### config.mk
export PLATFORM = sky130hd
export DESIGN_NAME = call_depth_ctr
export DESIGN_NICKNAME = d
export VERILOG_FILES = /design/src/rtl/ccd_pkg.sv /design/src/rtl/ccd_prefix.sv /design/src/rtl/ccd_step.sv /design/src/rtl/call_depth_ctr.sv
export SDC_FILE = /design/constraint.sdc
export NUM_CORES = 1
export LEC_CHECK = 0
export BUFFER_PORTS_ARGS = -buffer_cell sky130_fd_sc_hd__buf_2
export CORE_AREA = 10 10 76 78
export CTS_CLUSTER_DIAMETER = 150
export CTS_CLUSTER_SIZE = 12
export DETAILED_ROUTE_END_ITERATION = 8
export DIE_AREA = 0 0 86 88
export PLACE_DENSITY = 0.58
export REMOVE_ABC_BUFFERS = 1
export SETUP_SLACK_MARGIN = 0.05
export SLEW_MARGIN = 15
export SYNTH_ARGS = -nofsm -noshare
export SYNTH_HDL_FRONTEND = slang
export SYNTH_SLANG_ARGS = --single-unit
### constraint.sdc
create_clock -name clk_i -period 4.5 [get_ports clk_i]
set_input_delay 0 -clock clk_i [delete_from_list [all_inputs] [get_ports clk_i]]
set_output_delay 0 -clock clk_i [all_outputs]
set_load 0.01 [all_outputs]
### src/rtl/ccd_pkg.sv
package ccd_pkg;
  localparam int unsigned FIELD_W = 7;

  typedef enum logic [1:0] {
    OP_NONE = 2'd0,
    OP_INC  = 2'd1,
    OP_DEC  = 2'd2
  } ccd_op_e;
endpackage

### src/rtl/ccd_prefix.sv
// Active-counter mask: ones below the leading-ones prefix of val_i.
module ccd_prefix #(
  parameter int unsigned W = 7
) (
  input  logic [W-1:0] val_i,
  output logic [W-1:0] mask_o
);
  localparam int unsigned CW = $clog2(W + 1);

  logic [CW-1:0] lead;

  always_comb begin
    logic run;
    lead = '0;
    run  = 1'b1;
    for (int i = W - 1; i >= 0; i--) begin
      if (run && val_i[i]) lead = lead + CW'(1);
      else                 run  = 1'b0;
    end
  end

  for (genvar g = 0; g < W; g++) begin : g_mask
    assign mask_o[g] = (g < (W - int'(lead)));
  end
endmodule

### src/rtl/ccd_step.sv
module ccd_step
  import ccd_pkg::*;
#(
  parameter int unsigned W = 7
) (
  input  logic [W-1:0] field_i,
  input  logic         en_i,
  input  ccd_op_e      op_i,
  output logic [W-1:0] field_o,
  output logic         en_o,
  output logic         ovf_o,
  output logic         unf_o
);
  logic [W-1:0] inc_val, dec_val, mask_inc, mask_cur;
  logic         active;

  assign inc_val = field_i + W'(1);
  assign dec_val = field_i - W'(1);
  assign active  = en_i && !(&field_i);

  // prefix of the incremented value bounds the increment
  ccd_prefix #(.W(W)) u_pfx_inc (.val_i(inc_val), .mask_o(mask_inc));
  // prefix of the current value bounds the decrement
  ccd_prefix #(.W(W)) u_pfx_cur (.val_i(field_i), .mask_o(mask_cur));

  always_comb begin
    field_o = field_i;
    en_o    = en_i;
    ovf_o   = 1'b0;
    unf_o   = 1'b0;
    unique case (op_i)
      OP_INC: begin
        en_o = 1'b1;
        if (active) begin
          if ((inc_val & mask_inc) == '0) ovf_o   = 1'b1;
          else                            field_o = inc_val;
        end
      end
      OP_DEC: begin
        if (active) begin
          if ((field_i & mask_cur) == '0) unf_o   = 1'b1;
          else                            field_o = dec_val;
        end
      end
      default: ;
    endcase
  end

  always_comb begin
    p_one_trap_r9: assert (!(ovf_o && unf_o));
  end
endmodule

### src/rtl/call_depth_ctr.sv
module call_depth_ctr
  import ccd_pkg::*;
#(
  parameter int unsigned W = ccd_pkg::FIELD_W
) (
  input  logic         clk_i,
  input  logic         rst_ni,
  input  logic         call_i,
  input  logic         ret_i,
  input  logic         load_i,
  input  logic [W-1:0] load_field_i,
  input  logic         load_en_i,
  output logic [W-1:0] field_o,
  output logic         en_o,
  output logic         ovf_o,
  output logic         unf_o
);
  ccd_op_e      op;
  logic [W-1:0] field_q, field_d;
  logic         en_q, en_d, ovf_q, ovf_d, unf_q, unf_d;

  always_comb begin
    if (load_i)      op = OP_NONE;
    else if (call_i) op = OP_INC;
    else if (ret_i)  op = OP_DEC;
    else             op = OP_NONE;
  end

  ccd_step #(.W(W)) u_step (
    .field_i(field_q),
    .en_i   (en_q),
    .op_i   (op),
    .field_o(field_d),
    .en_o   (en_d),
    .ovf_o  (ovf_d),
    .unf_o  (unf_d)
  );

  always_ff @(posedge clk_i or negedge rst_ni) begin
    if (!rst_ni) begin
      field_q <= '0;
      en_q    <= 1'b0;
      ovf_q   <= 1'b0;
      unf_q   <= 1'b0;
    end else if (load_i) begin
      field_q <= load_field_i;
      en_q    <= load_en_i;
      ovf_q   <= 1'b0;
      unf_q   <= 1'b0;
    end else begin
      field_q <= field_d;
      en_q    <= en_d;
      ovf_q   <= ovf_d;
      unf_q   <= unf_d;
    end
  end

  assign field_o = field_q;
  assign en_o    = en_q;
  assign ovf_o   = ovf_q;
  assign unf_o   = unf_q;

  p_call_ret_excl_r10: assert property (@(posedge clk_i) disable iff (!rst_ni)
    !(call_i && ret_i && !load_i));

  p_load_r2: assert property (@(posedge clk_i) disable iff (!rst_ni)
    load_i |=> (field_o == $past(load_field_i)) && (en_o == $past(load_en_i))
               && !ovf_o && !unf_o);

  p_ovf_hold_r4: assert property (@(posedge clk_i) disable iff (!rst_ni)
    ovf_o |-> field_o == $past(field_o));

  p_unf_hold_r6: assert property (@(posedge clk_i) disable iff (!rst_ni)
    unf_o |-> field_o == $past(field_o));

  p_disabled_r7: assert property (@(posedge clk_i) disable iff (!rst_ni)
    (&field_o && !load_i) |=> $stable(field_o) && !ovf_o && !unf_o);

  p_call_en_r8: assert property (@(posedge clk_i) disable iff (!rst_ni)
    (call_i && !load_i) |=> en_o);

  p_off_r8: assert property (@(posedge clk_i) disable iff (!rst_ni)
    (!en_o && !load_i && !(call_i && ret_i)) |=> $stable(field_o) && !ovf_o && !unf_o);

  p_trap_pulse_r9: assert property (@(posedge clk_i) disable iff (!rst_ni)
    (!call_i && !ret_i) |=> !ovf_o && !unf_o);
endmodule

Yosys cells after proc, flatten, opt, wreduce, memory -nomap -nowiden --
Cells that the tools add are included.
Storage, ports and cells: word-level logic and storage cells 107, memory bits (read-only) 0, flip-flop bits (word level) 10, memories 0, output and inout port bits 10, memory bits (writable) 0, bits in latches 0
Operators by class: multiplexer cells 45, bitwise gates (word level) 2, reduce and logical (&&, ||, !) cells 20, equal/unequal tests 6, add/subtract/negate cells 16, magnitude comparators 14, $mul 0, divide/modulo/power cells 0, shift operators 0
Operators with widths (number):
- 3-bit by 32-bit less-than comparator with 1-bit output (first input constant) | 6
- 1-bit by 32-bit less-than comparator with 1-bit output (first input constant) | 4
- 2-bit by 32-bit less-than comparator with 1-bit output (first input constant) | 4
- 3-bit by 1-bit adder with 3-bit output (second input constant) | 12
- 3-bit 2-to-1 mux | 12
- 7-bit 2-to-1 mux | 5
- 1-bit 2-to-1 mux | 24
- 7-bit bitwise AND | 2
- 7-bit logical NOT | 2
- 7-bit case mux with 2 select lines | 1
- 1-bit logical AND | 13
- 3-bit by 3-bit subtractor with 4-bit output (first input constant) | 2
- 7-bit by 1-bit adder with 7-bit output (second input constant) | 1
- 7-bit AND reduction | 1
- 7-bit by 1-bit subtractor with 7-bit output (second input constant) | 1
- 2-bit 2-to-1 mux | 3
- 3-bit by 2-bit inequality test with 1-bit output (second input constant) | 2
- 3-bit inequality test (second input constant) | 2
- 5-bit AND reduction | 1
- 3-bit nonzero test | 1
- 2-bit by 1-bit equality test with 1-bit output (second input constant) | 1
- 2-bit equality test (second input constant) | 1
- 2-bit nonzero test | 1
- 1-bit logical NOT | 1

Depth between registers and ports, before layout --
depth in word-level cells 22, depth in mapped cells 22, depth with buffers taken out 22

By module --
A second synthesis with hierarchy kept.
Second synthesis, totals: cell total of the unflattened synthesis 226, area total of the unflattened synthesis 1866.8 um2
Modules (own cells, without submodules):
- ccd_step | sequential area each 0.0 um2, cells an instance 113, instances 1, area an instance 823.3 um2
- ccd_prefix | sequential area each 0.0 um2, cells an instance 45, instances 2, area an instance 317.8 um2
- call_depth_ctr | sequential area each 250.2 um2, cells an instance 23, instances 1, area an instance 407.9 um2

Worst setup path before layout --
No wires, ideal clock.
path type reg-to-reg, start register field_q[4] (netlist: field_o[4]), end register field_q[5] (netlist: field_o[5]), library setup time 0.090 ns, clock period less this slack 4.301 ns, stages on the path, launching flop included 22, data arrival time 4.211 ns, path buffers 1, setup slack 0.199 ns, cells stage by stage dfrtp_1 -> buf_2 -> o21ai_0 -> inv_1 -> ha_1 -> nor2_1 -> nor2_1 -> ha_1 -> a21oi_1 -> a21oi_1 -> ha_1 -> mux2_2 -> a21oi_1 -> a21oi_1 -> ha_1 -> nand4_1 -> xnor2_1 -> and3_1 -> o311ai_1 -> a21oi_1 -> or4_1 -> o221ai_1
On the way: word-level cells in the longest chain between the ends 20, elaborated cells on any way between the ends 79
Ends and longest elaborated chain:
- start: declaration | RTL line call_depth_ctr.sv:19 | logic [W-1:0] field_q, field_d;
- start signal: assignment | RTL line call_depth_ctr.sv:46 | field_q <= load_field_i;
- start signal: assignment | RTL line call_depth_ctr.sv:51 | field_q <= field_d;
- 7-bit by 1-bit adder with 7-bit output | RTL line ccd_step.sv:17 | assign inc_val = field_i + W'(1);
- 1-bit 2-to-1 mux | RTL line ccd_prefix.sv:17 | if (run && val_i[i]) lead = lead + CW'(1);
- 3-bit by 1-bit adder with 3-bit output or 1-bit logical AND (tied branches) | RTL line ccd_prefix.sv:17
- 3-bit 2-to-1 mux or 1-bit 2-to-1 mux (tied branches) | RTL line ccd_prefix.sv:17
- 3-bit by 1-bit adder with 3-bit output or 1-bit logical AND (tied branches) | RTL line ccd_prefix.sv:17
- 3-bit 2-to-1 mux or 1-bit 2-to-1 mux (tied branches) | RTL line ccd_prefix.sv:17
- 3-bit by 1-bit adder with 3-bit output or 1-bit logical AND (tied branches) | RTL line ccd_prefix.sv:17
- 3-bit 2-to-1 mux or 1-bit 2-to-1 mux (tied branches) | RTL line ccd_prefix.sv:17
- [... 4 more ...]
- 3-bit by 1-bit adder with 3-bit output or 1-bit logical AND (tied branches) | RTL line ccd_prefix.sv:17
- 3-bit 2-to-1 mux | RTL line ccd_prefix.sv:17
- 3-bit by 3-bit subtractor with 4-bit output | RTL line ccd_prefix.sv:23 | assign mask_o[g] = (g < (W - int'(lead)));
- 1-bit by 32-bit less-than comparator with 1-bit output, or another cell as far along | RTL line ccd_prefix.sv:23
- 7-bit bitwise AND | RTL line ccd_step.sv:35 | if ((inc_val & mask_inc) == '0) ovf_o = 1'b1;
- 7-bit logical NOT | RTL line ccd_step.sv:35
- 3-bit inequality test (no source line)
- 5-bit AND reduction (no source line)
Parallel ways exist; a longest one is shown, timed or not. The select of a mux whose other input is x is not followed. A chain may end at the register's enable or synchronous reset.

Worst setup path after layout --
start register field_q[6] (netlist: field_o[6]), end register field_q[5] (netlist: field_o[5])
On the way: word-level cells in the longest chain between the ends 20, elaborated cells on any way between the ends 79
Ends and longest elaborated chain (RTL line):
- 7-bit by 1-bit adder with 7-bit output | ccd_step.sv:17
- 1-bit 2-to-1 mux | ccd_prefix.sv:17
- 3-bit by 1-bit adder with 3-bit output or 1-bit logical AND (tied branches) | ccd_prefix.sv:17
- 3-bit 2-to-1 mux or 1-bit 2-to-1 mux (tied branches) | ccd_prefix.sv:17
- 3-bit by 1-bit adder with 3-bit output or 1-bit logical AND (tied branches) | ccd_prefix.sv:17
- 3-bit 2-to-1 mux or 1-bit 2-to-1 mux (tied branches) | ccd_prefix.sv:17
- 3-bit by 1-bit adder with 3-bit output or 1-bit logical AND (tied branches) | ccd_prefix.sv:17
- 3-bit 2-to-1 mux or 1-bit 2-to-1 mux (tied branches) | ccd_prefix.sv:17
- [... 4 more ...]
- 3-bit by 1-bit adder with 3-bit output or 1-bit logical AND (tied branches) | ccd_prefix.sv:17
- 3-bit 2-to-1 mux | ccd_prefix.sv:17
- 3-bit by 3-bit subtractor with 4-bit output | ccd_prefix.sv:23
- 1-bit by 32-bit less-than comparator with 1-bit output, or another cell as far along | ccd_prefix.sv:23
- 7-bit bitwise AND | ccd_step.sv:35
- 7-bit logical NOT | ccd_step.sv:35
- 3-bit inequality test (no source line)
- 5-bit AND reduction (no source line) (*)
Mark *: on every way between the ends. The rest lies on a longest branch, timed or not.

==> flow_summary.yaml <==
sta:
  worst_slew_pin_slew_ps: 545.8
  fin_skew_ps: 0.8983
  fin_crit_sh_pct: 93.22
  setup_violations: 0
  hold_viol: 0
  finalSetupTns_ps: 0
  relSlewSlack_pct: 62.67
  rsz0062_at_grt: "false"
  period_needed_ps: 4195
  fmax_mhz: 238.4
  maxSlewViolCount: 0
finish:
  n_fill_cell: 471
  drive_above_1_share_pct: 22.18
  fin_area_um2: 1956
  antenna_cells: 0
  syn2layout_area_growth_pct: 18.77
  final_cells: 318
  final_nets: 290
  utilization_pct: 45.54
yosys:
  ys.flop_type: "dfrtp_1"
  yosysMostFrequentCell: "nor2_1"
  yosysTopAreaCell: "dfrtp_1"
  synth_top_family_by_area: "compound AO/OA/AOI/OAI gates"
  synth-xor-area-share_pct: 3.191
  yosys.area_share.simple_pct: 28.72
  synth_common_cells: "nor2_1 (33), a21oi_1 (18), inv_1 (16), nand2_1 (15), o21ai_0 (15)"
  synth_edf_count: 0
  yosysTopAreaCellShare_pct: 15.20
  yosysUniqueCellTypes: 55
  async_flop_share_pct: 100.0
  seq_area_frac_synth_pct: 15.20
  synth_area_leaders: "dfrtp_1 (15%), ha_1 (7.6%), nor2_1 (7.5%)"
  ys_ff_latch: 10
  synth_cells: 237
  syn-cell-area_um2: 1647
  syn_area_per_cell_um2: 6.948
  synthAdderAreaFrac_pct: 7.599
  synth_compound_area_share_pct: 33.36
  muxShareOfSynthArea_pct: 2.204
  ys_warn_count: 0
hold_path:
  hold_path.class: "input port to flip-flop"
routing:
  drt_iter0_drc: 197
  route.detailed.drc: 0
  ant_nets: 0
  first_pass_iters: 4
  wl_um: 5378
  wl_per_cell_um: 16.91
  via_count: 1853
  vias_per_cell: 5.827
die:
  rows: 24
  dieHeight_um: 88
  die_w_um: 86
  initial_core_util_pct: 38.34
  coreArea_um2: 4294
  pin_count: 23
  die-area_um2: 7568
clock_network:
  numCtsBuffers: 3
  worstSkewPairLatency_ps: 230
  clk_transition_reported_paths_ps: 40
  cts_buffer_depth: 2
  cts_tree: "done"
  post-cts-setup-buffers: 0
  cts_sinks: 10
  htreeDepth: 1
  root_buffer: "clkbuf_8"
run_status:
  status: "complete, no violations"
grt:
  grt_antenna_before_repair: 0
  grt_max_degree: 20
  grt_pass1_wl_um: 8838
  grt_overflow: 0
  first_global_vias: 1802
  grtUsageTotal_pct: 13.87
place:
  dpl_cell_area_um2: 1853
  place.gp.congestion: 0.9070
  dp.cells: 312
  port_buffers: 22
  dp_hpwl_um: 4132
pwr:
  p_leak_uw: 0.0009002
  vdd_drop_max_v: 0.0001045
  p_per_area_nw_per_um2: 310.8
critical_path:
  crit_required_ps: 4630
  cp_max_fo: 6
  start_kind: "flip-flop"
  path_class: "flip-flop to flip-flop"
  worstPathArrival_ps: 4330
  end_kind: "flip-flop"
run:
  drv_cap: 0
==> power breakdown <==
part	internal [µW]	total [µW]	leakage, µW	switching [µW]
clock network	76.5	108	0.0000288	31.1
registers	102	116	0.000123	13.8
logic	149	384	0.000748	236
==> stage by stage <==
| stage | total power [µW] | worst slack (ps) | hold WS, ps |
|---|---|---|---|
| 3_5_place_dp | 487.5 | 294.7 | -135.0 |
| 4_1_cts | 599.6 | 280.0 | 111.2 |
| 2_1_floorplan | 356.0 | 34.61 | -295.6 |
| 5_1_grt | 663.2 | 35.91 | 122.6 |
| 3_3_place_gp | 489.1 | 385.1 | -134.9 |
| 6_report | 607.8 | 305.2 | 112.2 |
==> flip-flops by register name, indices dropped and copies added (netlist names) <==
signal,cells
field_o,7
en_o,1
ovf_o,1
unf_o,1
==> metal layers <==
| layer | vias up | track usage [%] | routed length [µm] |
|---|---|---|---|
| met5 | - | 0 | 0 |
| met4 | 0 | 2.695 | 53 |
| met3 | 8 | 2.507 | 363 |
| met2 | 55 | 22.52 | 2434 |
| met1 | 856 | 18.65 | 2527 |
| li1 | 934 | - | - |
==> layout make-up <==
type	count	area, µm²	area share [%]
multi-input combinational	194	1264	64.62
timing repair buffer	41	257.7	13.18
sequential	10	250.2	12.80
tap	52	65.06	3.327
inverter	17	63.81	3.263
clock buffer	4	55.05	2.815
==> critical path, cell delays in order, from the launching register on <==
cell,delay (ps)
dfrtp_1,450
nand2_1,120
inv_1,60
ha_1,300
nor2_1,110
nor2_1,50
ha_1,300
a21oi_1,150
a21oi_1,90
ha_1,290
mux2_2,270
a21oi_2,160
a21oi_1,80
ha_1,200
nand4_1,100
xnor2_1,90
and3_1,210
o311ai_2,330
a21oi_2,130
or4_1,520
o221ai_1,90
==> path summary, 6_finish.rpt <==
check | startpoint | cells after the start | slack, ps | end
worst min register to register | en_o | 2 | 590 | en_o
min in group asynchronous | rst_ni | 2 | 150 | field_o[0]
max in group asynchronous | rst_ni | 2 | 4160 | field_o[3]
worst max register to register | field_o[6] | 20 | 310 | field_o[5]
worst min-delay path | load_field_i[6] | 4 | 110 | field_o[6]
worst max-delay path | field_o[6] | 20 | 310 | field_o[5]
==> repair_timing <==
| action | CTS | global route |
|---|---|---|
| endpoints found under the hold margin | 11 | 0 |
| gates resized for setup | 0 | 8 |
| hold buffers | 2 | 0 |
| setup endpoints to repair | 0 | 7 |
==> placed cells by master (no fill, tap or decap), types with 4 or more instances in the layout <==
| cell | count |
|---|---|
| a21oi_1 | 16 |
| buf_4 | 17 |
| and2_1 | 4 |
| a31oi_1 | 5 |
| inv_1 | 16 |
| nand4_1 | 7 |
| nand2_1 | 15 |
| xnor2_1 | 6 |
| nand3_1 | 11 |
| buf_2 | 22 |
| nor3_1 | 7 |
| o21ai_0 | 14 |
| ha_1 | 10 |
| clkbuf_8 | 4 |
| dfrtp_1 | 10 |
| nor2_1 | 32 |
| o31ai_1 | 5 |
| a21o_1 | 4 |
==> cells by family after synthesis <==
family / after synthesis
DFF: 10
adders and majority gates: 10
buffers and inverters: 33
muxes: 3
AOI/OAI and AO/OA: 79
and+or+nand+nor: 96
xor gates and xnor gates: 6
No activity file was read; power rests on OpenSTA's default activity.
